===== config.mk =====
export PLATFORM = sky130hd
export DESIGN_NAME = smi_gen_ctrl
export DESIGN_NICKNAME = d
export VERILOG_FILES = /design/src/rtl/smi_gen_pkg.sv /design/src/rtl/smi_cfg_regs.sv /design/src/rtl/smi_io_regs.sv /design/src/rtl/smi_periodic.sv /design/src/rtl/smi_req_ctl.sv /design/src/rtl/smi_gen_ctrl.sv
export SDC_FILE = /design/constraint.sdc
export NUM_CORES = 1
export LEC_CHECK = 0
export ABC_AREA = 1
export BUFFER_PORTS_ARGS = -buffer_cell sky130_fd_sc_hd__buf_2
export CAP_MARGIN = 20
export CORE_MARGIN = 4
export CORE_UTILIZATION = 41
export CTS_BUF_LIST = sky130_fd_sc_hd__clkbuf_4
export CTS_CLUSTER_SIZE = 28
export DETAILED_ROUTE_END_ITERATION = 8
export GPL_TIMING_DRIVEN = 1
export PLACE_DENSITY = 0.71
export SETUP_SLACK_MARGIN = 0.1
export SLEW_MARGIN = 20
export SYNTH_ARGS = -nofsm -noshare
export SYNTH_HDL_FRONTEND = slang
export SYNTH_SLANG_ARGS = --single-unit

===== constraint.sdc =====
create_clock -name clk -period 2.4 [get_ports clk]
set_clock_uncertainty 0.05 [all_clocks]
set_input_delay 0.12 -clock clk [delete_from_list [all_inputs] [get_ports clk]]
set_output_delay 0.12 -clock clk [all_outputs]
set_load 0.01 [all_outputs]

===== src/rtl/smi_gen_pkg.sv =====
package smi_gen_pkg;
  // Configuration space offsets
  localparam logic [7:0] CFG_PMBASE = 8'h40;
  localparam logic [7:0] CFG_GENPM  = 8'hA0;
  localparam logic [7:0] CFG_FLASH  = 8'hDC;

  // Offsets inside the power-management I/O window
  localparam logic [6:0] OFS_ENABLE = 7'h30;
  localparam logic [6:0] OFS_STATUS = 7'h34;
  localparam logic [6:0] OFS_PERIOD = 7'h38;

  // Bit positions
  localparam int BIT_GLB      = 0;
  localparam int BIT_SW       = 1;
  localparam int BIT_PER      = 2;
  localparam int BIT_FL       = 3;
  localparam int BIT_LOCK     = 4;
  localparam int BIT_WREN     = 0;
  localparam int BIT_SMM_ONLY = 1;

  typedef struct packed {
    logic fl;
    logic per;
    logic sw;
  } smi_src_t;
endpackage


===== src/rtl/smi_cfg_regs.sv =====
module smi_cfg_regs
  import smi_gen_pkg::*;
#(
  parameter int IO_AW    = 16,
  parameter int BASE_LSB = 7,
  parameter int DATA_W   = 32
) (
  input  logic                      clk,
  input  logic                      rst_n,
  input  logic                      cfg_wr,
  input  logic [7:0]                cfg_addr,
  input  logic [DATA_W-1:0]         cfg_wdata,
  output logic [DATA_W-1:0]         cfg_rdata,
  output logic [IO_AW-1:BASE_LSB]   pm_base,
  output logic                      smi_lock,
  output logic                      fl_wren,
  output logic                      fl_smm_only,
  output logic                      fl_attempt
);
  localparam int BASE_W = IO_AW - BASE_LSB;

  logic [BASE_W-1:0] base_q, base_nx;
  logic              lock_q, lock_nx;
  logic              wren_q, wren_nx;
  logic              smmo_q, smmo_nx;
  logic              wr_base, wr_genpm, wr_flash;

  assign wr_base  = cfg_wr && (cfg_addr == CFG_PMBASE);
  assign wr_genpm = cfg_wr && (cfg_addr == CFG_GENPM);
  assign wr_flash = cfg_wr && (cfg_addr == CFG_FLASH);

  // Next-state logic
  always_comb begin
    base_nx = base_q;
    lock_nx = lock_q;
    wren_nx = wren_q;
    smmo_nx = smmo_q;
    if (wr_base) base_nx = cfg_wdata[IO_AW-1:BASE_LSB];
    // write-once: only a set is accepted, never a clear
    if (wr_genpm && cfg_wdata[BIT_LOCK]) lock_nx = 1'b1;
    if (wr_flash) begin
      wren_nx = cfg_wdata[BIT_WREN];
      smmo_nx = cfg_wdata[BIT_SMM_ONLY];
    end
  end

  assign fl_attempt = wr_flash && cfg_wdata[BIT_WREN] && !wren_q;

  // Registers
  always_ff @(posedge clk or negedge rst_n) begin
    if (!rst_n) begin
      base_q <= '0;
      lock_q <= 1'b0;
      wren_q <= 1'b0;
      smmo_q <= 1'b0;
    end else begin
      base_q <= base_nx;
      lock_q <= lock_nx;
      wren_q <= wren_nx;
      smmo_q <= smmo_nx;
    end
  end

  // Read mux
  always_comb begin
    cfg_rdata = '0;
    case (cfg_addr)
      CFG_PMBASE: cfg_rdata[IO_AW-1:BASE_LSB] = base_q;
      CFG_GENPM:  cfg_rdata[BIT_LOCK]         = lock_q;
      CFG_FLASH: begin
        cfg_rdata[BIT_WREN]     = wren_q;
        cfg_rdata[BIT_SMM_ONLY] = smmo_q;
      end
      default:    cfg_rdata = '0;
    endcase
  end

  assign pm_base     = base_q;
  assign smi_lock    = lock_q;
  assign fl_wren     = wren_q;
  assign fl_smm_only = smmo_q;

  logic unused_cfg;
  assign unused_cfg = ^{cfg_wdata[DATA_W-1:IO_AW], cfg_wdata[BASE_LSB-1:5], cfg_wdata[3:2]};
endmodule


===== src/rtl/smi_io_regs.sv =====
module smi_io_regs
  import smi_gen_pkg::*;
#(
  parameter int              IO_AW    = 16,
  parameter int              BASE_LSB = 7,
  parameter int              DATA_W   = 32,
  parameter int              DIV_W    = 16,
  parameter logic [DIV_W-1:0] PER_RST = '1,
  parameter logic [IO_AW-1:0] SWPORT  = 16'h00B2
) (
  input  logic                    clk,
  input  logic                    rst_n,
  input  logic                    io_wr,
  input  logic [IO_AW-1:0]        io_addr,
  input  logic [DATA_W-1:0]       io_wdata,
  output logic [DATA_W-1:0]       io_rdata,
  input  logic [IO_AW-1:BASE_LSB] pm_base,
  input  logic                    smi_lock,
  input  logic                    fl_attempt,
  input  logic                    per_tick,
  output logic                    glb_en,
  output logic                    per_en,
  output logic [DIV_W-1:0]        period,
  output smi_src_t                events
);
  logic in_win, hit_en_w, hit_sts_w, hit_per_w, sw_hit;
  logic [BASE_LSB-1:0] ofs;

  logic glb_q, glb_nx, sw_q, sw_nx, per_q, per_nx;
  smi_src_t sts_q, sts_nx, sts_clr;
  logic [DIV_W-1:0] div_q, div_nx;

  assign ofs       = io_addr[BASE_LSB-1:0];
  assign in_win    = (io_addr[IO_AW-1:BASE_LSB] == pm_base);
  assign hit_en_w  = io_wr && in_win && (ofs == BASE_LSB'(OFS_ENABLE));
  assign hit_sts_w = io_wr && in_win && (ofs == BASE_LSB'(OFS_STATUS));
  assign hit_per_w = io_wr && in_win && (ofs == BASE_LSB'(OFS_PERIOD));
  assign sw_hit    = io_wr && (io_addr == SWPORT);

  // Source events, each qualified by its own enable
  assign events.sw  = sw_hit && sw_q;
  assign events.per = per_tick && per_q;
  assign events.fl  = fl_attempt;

  assign sts_clr.sw  = hit_sts_w && io_wdata[BIT_SW];
  assign sts_clr.per = hit_sts_w && io_wdata[BIT_PER];
  assign sts_clr.fl  = hit_sts_w && io_wdata[BIT_FL];

  // Next-state logic
  always_comb begin
    glb_nx = glb_q;
    sw_nx  = sw_q;
    per_nx = per_q;
    div_nx = div_q;
    if (hit_en_w) begin
      if (!smi_lock) glb_nx = io_wdata[BIT_GLB];
      sw_nx  = io_wdata[BIT_SW];
      per_nx = io_wdata[BIT_PER];
    end
    if (hit_per_w) div_nx = io_wdata[DIV_W-1:0];
    // a new event wins over a clearing write in the same cycle
    sts_nx = (sts_q & ~sts_clr) | events;
  end

  // Registers
  always_ff @(posedge clk or negedge rst_n) begin
    if (!rst_n) begin
      glb_q <= 1'b1;
      sw_q  <= 1'b1;
      per_q <= 1'b1;
      sts_q <= '0;
      div_q <= PER_RST;
    end else begin
      glb_q <= glb_nx;
      sw_q  <= sw_nx;
      per_q <= per_nx;
      sts_q <= sts_nx;
      div_q <= div_nx;
    end
  end

  // Read mux
  always_comb begin
    io_rdata = '0;
    if (in_win) begin
      case (ofs)
        BASE_LSB'(OFS_ENABLE): begin
          io_rdata[BIT_GLB] = glb_q;
          io_rdata[BIT_SW]  = sw_q;
          io_rdata[BIT_PER] = per_q;
        end
        BASE_LSB'(OFS_STATUS): begin
          io_rdata[BIT_SW]  = sts_q.sw;
          io_rdata[BIT_PER] = sts_q.per;
          io_rdata[BIT_FL]  = sts_q.fl;
        end
        BASE_LSB'(OFS_PERIOD): io_rdata[DIV_W-1:0] = div_q;
        default: io_rdata = '0;
      endcase
    end
  end

  assign glb_en = glb_q;
  assign per_en = per_q;
  assign period = div_q;

  logic unused_io;
  assign unused_io = ^{io_wdata[DATA_W-1:DIV_W]};
endmodule


===== src/rtl/smi_periodic.sv =====
module smi_periodic #(
  parameter int DIV_W = 16
) (
  input  logic             clk,
  input  logic             rst_n,
  input  logic             en,
  input  logic [DIV_W-1:0] period,
  output logic             tick
);
  logic [DIV_W-1:0] cnt_q, cnt_nx;

  // >= keeps the divider safe when the period is lowered mid-count
  assign tick = en && (cnt_q >= period);

  always_comb begin
    if (!en)       cnt_nx = '0;
    else if (tick) cnt_nx = '0;
    else           cnt_nx = cnt_q + 1'b1;
  end

  always_ff @(posedge clk or negedge rst_n) begin
    if (!rst_n) cnt_q <= '0;
    else        cnt_q <= cnt_nx;
  end
endmodule


===== src/rtl/smi_req_ctl.sv =====
module smi_req_ctl
  import smi_gen_pkg::*;
(
  input  logic     clk,
  input  logic     rst_n,
  input  logic     glb_en,
  input  smi_src_t events,
  input  logic     smm_ack,
  output logic     fire,
  output logic     smi_req
);
  logic req_q, req_nx;

  assign fire = glb_en && (|events);

  // a new event outranks the acknowledge
  always_comb begin
    req_nx = req_q;
    if (smm_ack) req_nx = 1'b0;
    if (fire)    req_nx = 1'b1;
  end

  always_ff @(posedge clk or negedge rst_n) begin
    if (!rst_n) req_q <= 1'b0;
    else        req_q <= req_nx;
  end

  assign smi_req = req_q;
endmodule


===== src/rtl/smi_gen_ctrl.sv =====
module smi_gen_ctrl
  import smi_gen_pkg::*;
#(
  parameter int               IO_AW    = 16,
  parameter int               BASE_LSB = 7,
  parameter int               DATA_W   = 32,
  parameter int               DIV_W    = 16,
  parameter logic [DIV_W-1:0] PER_RST  = '1,
  parameter logic [IO_AW-1:0] SWPORT   = 16'h00B2,
  parameter int               SYNC_N   = 2
) (
  input  logic              clk,
  input  logic              rst_n,
  input  logic              cfg_wr,
  input  logic [7:0]        cfg_addr,
  input  logic [DATA_W-1:0] cfg_wdata,
  output logic [DATA_W-1:0] cfg_rdata,
  input  logic              io_wr,
  input  logic [IO_AW-1:0]  io_addr,
  input  logic [DATA_W-1:0] io_wdata,
  output logic [DATA_W-1:0] io_rdata,
  input  logic              smm_ack,
  input  logic              smm_active,
  output logic              smi_req,
  output logic              flash_wr_ok
);
  // Reset: asserted asynchronously, released on the clock
  logic [SYNC_N-1:0] rst_sync_q;
  logic              rst_n_i;

  always_ff @(posedge clk or negedge rst_n) begin
    if (!rst_n) rst_sync_q <= '0;
    else        rst_sync_q <= {rst_sync_q[SYNC_N-2:0], 1'b1};
  end
  assign rst_n_i = rst_sync_q[SYNC_N-1];

  logic [IO_AW-1:BASE_LSB] pm_base;
  logic                    smi_lock, fl_wren, fl_smm_only, fl_attempt;
  logic                    glb_en, per_en, per_tick, fire;
  logic [DIV_W-1:0]        period;
  smi_src_t                events;

  smi_cfg_regs #(.IO_AW(IO_AW), .BASE_LSB(BASE_LSB), .DATA_W(DATA_W)) u_cfg (
    .clk(clk), .rst_n(rst_n_i),
    .cfg_wr(cfg_wr), .cfg_addr(cfg_addr), .cfg_wdata(cfg_wdata), .cfg_rdata(cfg_rdata),
    .pm_base(pm_base), .smi_lock(smi_lock), .fl_wren(fl_wren),
    .fl_smm_only(fl_smm_only), .fl_attempt(fl_attempt)
  );

  smi_io_regs #(.IO_AW(IO_AW), .BASE_LSB(BASE_LSB), .DATA_W(DATA_W), .DIV_W(DIV_W),
                .PER_RST(PER_RST), .SWPORT(SWPORT)) u_io (
    .clk(clk), .rst_n(rst_n_i),
    .io_wr(io_wr), .io_addr(io_addr), .io_wdata(io_wdata), .io_rdata(io_rdata),
    .pm_base(pm_base), .smi_lock(smi_lock), .fl_attempt(fl_attempt), .per_tick(per_tick),
    .glb_en(glb_en), .per_en(per_en), .period(period), .events(events)
  );

  smi_periodic #(.DIV_W(DIV_W)) u_per (
    .clk(clk), .rst_n(rst_n_i), .en(per_en), .period(period), .tick(per_tick)
  );

  smi_req_ctl u_req (
    .clk(clk), .rst_n(rst_n_i), .glb_en(glb_en), .events(events),
    .smm_ack(smm_ack), .fire(fire), .smi_req(smi_req)
  );

  assign flash_wr_ok = fl_wren && (!fl_smm_only || smm_active);
endmodule


==> impl_metrics.ini <==
[synthesis]
yosys_register_bits = 53
syn_inst = 441
synth_area_leaders = dfrtp_1 24%, dfstp_2 14%, nand2_1 8.5%, buf_4 7.8%, inv_1 6.4%
synth_edf_count = 0
syn-cell-area_um2 = 3480
async_flop_share = 1.00
synth_most_common_cell = nand2_1
synth-main-ff-cell = dfrtp_1
avgSynthCellArea_um2 = 7.90
yosysUniqueCellTypes = 36
synth_common_cells = 79 x nand2_1, 59 x inv_1, 57 x nor2_1, 36 x buf_4, 34 x dfrtp_1
yosys.area.top_type = dfrtp_1
seq_area_frac_synth = 0.388
ys_warn_count = 0
synth_top_cell_area_share = 0.244

[floorplan]
start_util = 0.422
core-area_um2 = 8260
io-pin-count = 160
die_y_um = 100
die_x_um = 100
rows = 33
dieArea_um2 = 10000

[routing]
drc = 0
wire_per_inst_um = 12.1
ant_nets = 0
first_pass_iters = 5
vias_per_cell = 4.60
drt_iter0_drc = 130
drt-total-wl_mm = 8.15
vias = 3091

[timing]
finalCritPeriodShare = 0.904
finalSetupViolCount = 0
fin_crit_ps = 2170
rsz0062_at_grt = false
tns_ps = 0
max_freq_mhz = 461
hold_violations = 0
timing.final.max_slew_violations = 0

[placement]
hpwlAfterDp_mm = 6.22
gp_congestion = 0.811
port_buffers = 87

[power_and_ir_drop]
p_clk_frac = 0.169
seqPwrFrac = 0.506
vdd_drop_max_v = 0.000312
powerDensity_nw_per_um2 = 533
p_int_mw = 1.43
fin_total_pwr_mw = 2.28
p_sw_frac = 0.371
power.net_switching_uw = 845
leakage_nw = 2.29
pwr-share-comb = 0.325

[final_layout]
layout.nets = 675
drive_gt1_frac = 0.257
syn_to_final_growth_pct = 22.8
post-route-util = 0.518

[clock_network]
cts_max_level = 2
cts_resized = 0
cts-buffers-inserted = 5
cts_setup_buffers = 0
cts_root_buffer = clkbuf_4
insertion_delay_ps = 370
clock_sinks = 53
clkTransAtPathRegs_ps = 150
cts_buffer_depth = 2
cts_tree = built

[global_routing]
grt_start_max_net_pins = 40
grt_pass1_wl_mm = 13.6
grt_use_total = 0.166
grt_overflow = 0
grt_pass1_vias = 2953
antenna_found_initial = 0

[run]
cap_violations = 0

[setup_path]
cp_max_fo = 15
worst-r2r-setup-slack_ps = 430
path_delay_family = simple AND/OR/NAND/NOR gates
cp_slowest_cell = dfrtp_1
crit_buf_inv = 2
cp.arrival_ps = 2000
path_cells = or2_1, a21oi_2, nand3_1, nor2_2, inv_2, nor3_1, buf_2
crit_type = reg2out
slowest_delay_ps = 420
end_kind = output port
startpoint_type = flip-flop
worstPathRequired_ps = 2230

[min_path]
hold_class = in2reg

[run_status]
outcome = complete, no violations
==> worst reg2reg max path: stages, from the launching register on <==
cell     delay [ps]
dfstp_2         550
inv_1            80
ha_1            320
a21oi_1         130
o21ai_0          90
a21oi_1         180
nand3_1         100
buf_4           200
nor3b_1         190
==> area by class of cell <==
cell class              instances  area [um2]
diodes                          2        5.00
clock buffers                   5        37.5
clock inverters                 3        12.5
fillers                       787        3980
inverters                      61         229
multi-input cells             319        1700
flip-flops and latches         53        1350
well taps                     105         131
repair buffers                124         806
==> routing by layer <==
layer  GRT usage  vias to the layer above  part of all wire  wire length, um
met4      0.0487                        0             0.012               96
li1            -                     1579                 -                -
met1       0.215                     1422              0.43             3530
met3      0.0236                       11             0.041              338
met5           0                        -                 0                0
met2       0.286                       79              0.51             4190
==> path summary, 6_finish.rpt <==
check / from / to / depth (start not counted)
max: u_cfg.pm_base[7] / io_rdata[6] / 7
min: io_addr[12] / u_io.sts_q[0] / 4
max reg2reg: u_io.period[9] / u_per.cnt_q[2] / 8
min reg2reg: rst_sync_q[1] / u_cfg.pm_base[15] / 0
max in group asynchronous: rst_sync_q[1] / u_io.period[11] / 1
min in group asynchronous: rst_sync_q[1] / u_cfg.pm_base[15] / 0
==> power by group through the flow <==
stage / clock, mW / combinational, mW / sequential, mW
3_3_place_gp: 0 / 0.657 / 1.16
4_1_cts: 0.398 / 0.739 / 1.15
5_1_grt: 0.439 / 0.867 / 1.17
6_report: 0.385 / 0.740 / 1.15
2_1_floorplan: 0 / 0.565 / 1.14
3_5_place_dp: 0 / 0.691 / 1.17
==> cells in the final DEF, fill, tap and decap left out, types with 2 or more instances in the layout <==
cell / instances
buf_2: 87
nor3_2: 9
nor3_1: 12
buf_4: 4
conb_1: 37
o21ai_2: 7
nand2_2: 2
nand4_1: 10
a21oi_1: 22
clkbuf_4: 5
o22ai_1: 2
nand3b_1: 4
nor4_1: 3
xor2_1: 11
xnor2_1: 3
dlygate4sd3_1: 32
nand3_2: 2
nand2_1: 79
o21ai_0: 17
nor2_2: 3
or2_1: 2
ha_1: 17
clkinv_1: 3
nor2_1: 57
nand3_1: 11
nor3b_1: 2
dfstp_2: 19
diode_2: 2
dfrtp_1: 33
inv_1: 59
==> timing repair <==
action,4_1_cts,5_1_grt
setup endpoints to repair,0,0
endpoints found under the hold margin,35,0
hold buffers,32,0
==> state kept, by name (all words and copies together) (netlist names), 2 cells and up <==
register,cells
u_per.cnt_q,16
u_cfg.pm_base,9
rst_sync_q,2
u_io.period,16
u_io.sts_q,3
==> cell families after synthesis <==
logic type / count (synthesis) / share of synthesized area
simple gates: 199 / 0.267
buf+inv: 104 / 0.161
other cells: 2 / 0.00216
compound gates: 52 / 0.0862
flops: 53 / 0.388
fa+ha+maj: 17 / 0.0611
xor+xnor: 14 / 0.0352
==> metrics by stage <==
| stage | cell area (um2) | hold WS [ps] | std cells | setup slack, ps |
|---|---|---|---|---|
| 2_1_floorplan | 3610 | -226 | 476 | 591 |
| 4_1_cts | 4270 | 32.9 | 670 | 188 |
| 5_1_grt | 4270 | 43.0 | 670 | 121 |
| 3_5_place_dp | 3900 | -142 | 630 | 471 |
| 3_3_place_gp | 3900 | -143 | 630 | 505 |
| 6_report | 4280 | 38.6 | 672 | 231 |
Note: power is estimated with default switching activity, not from simulation.
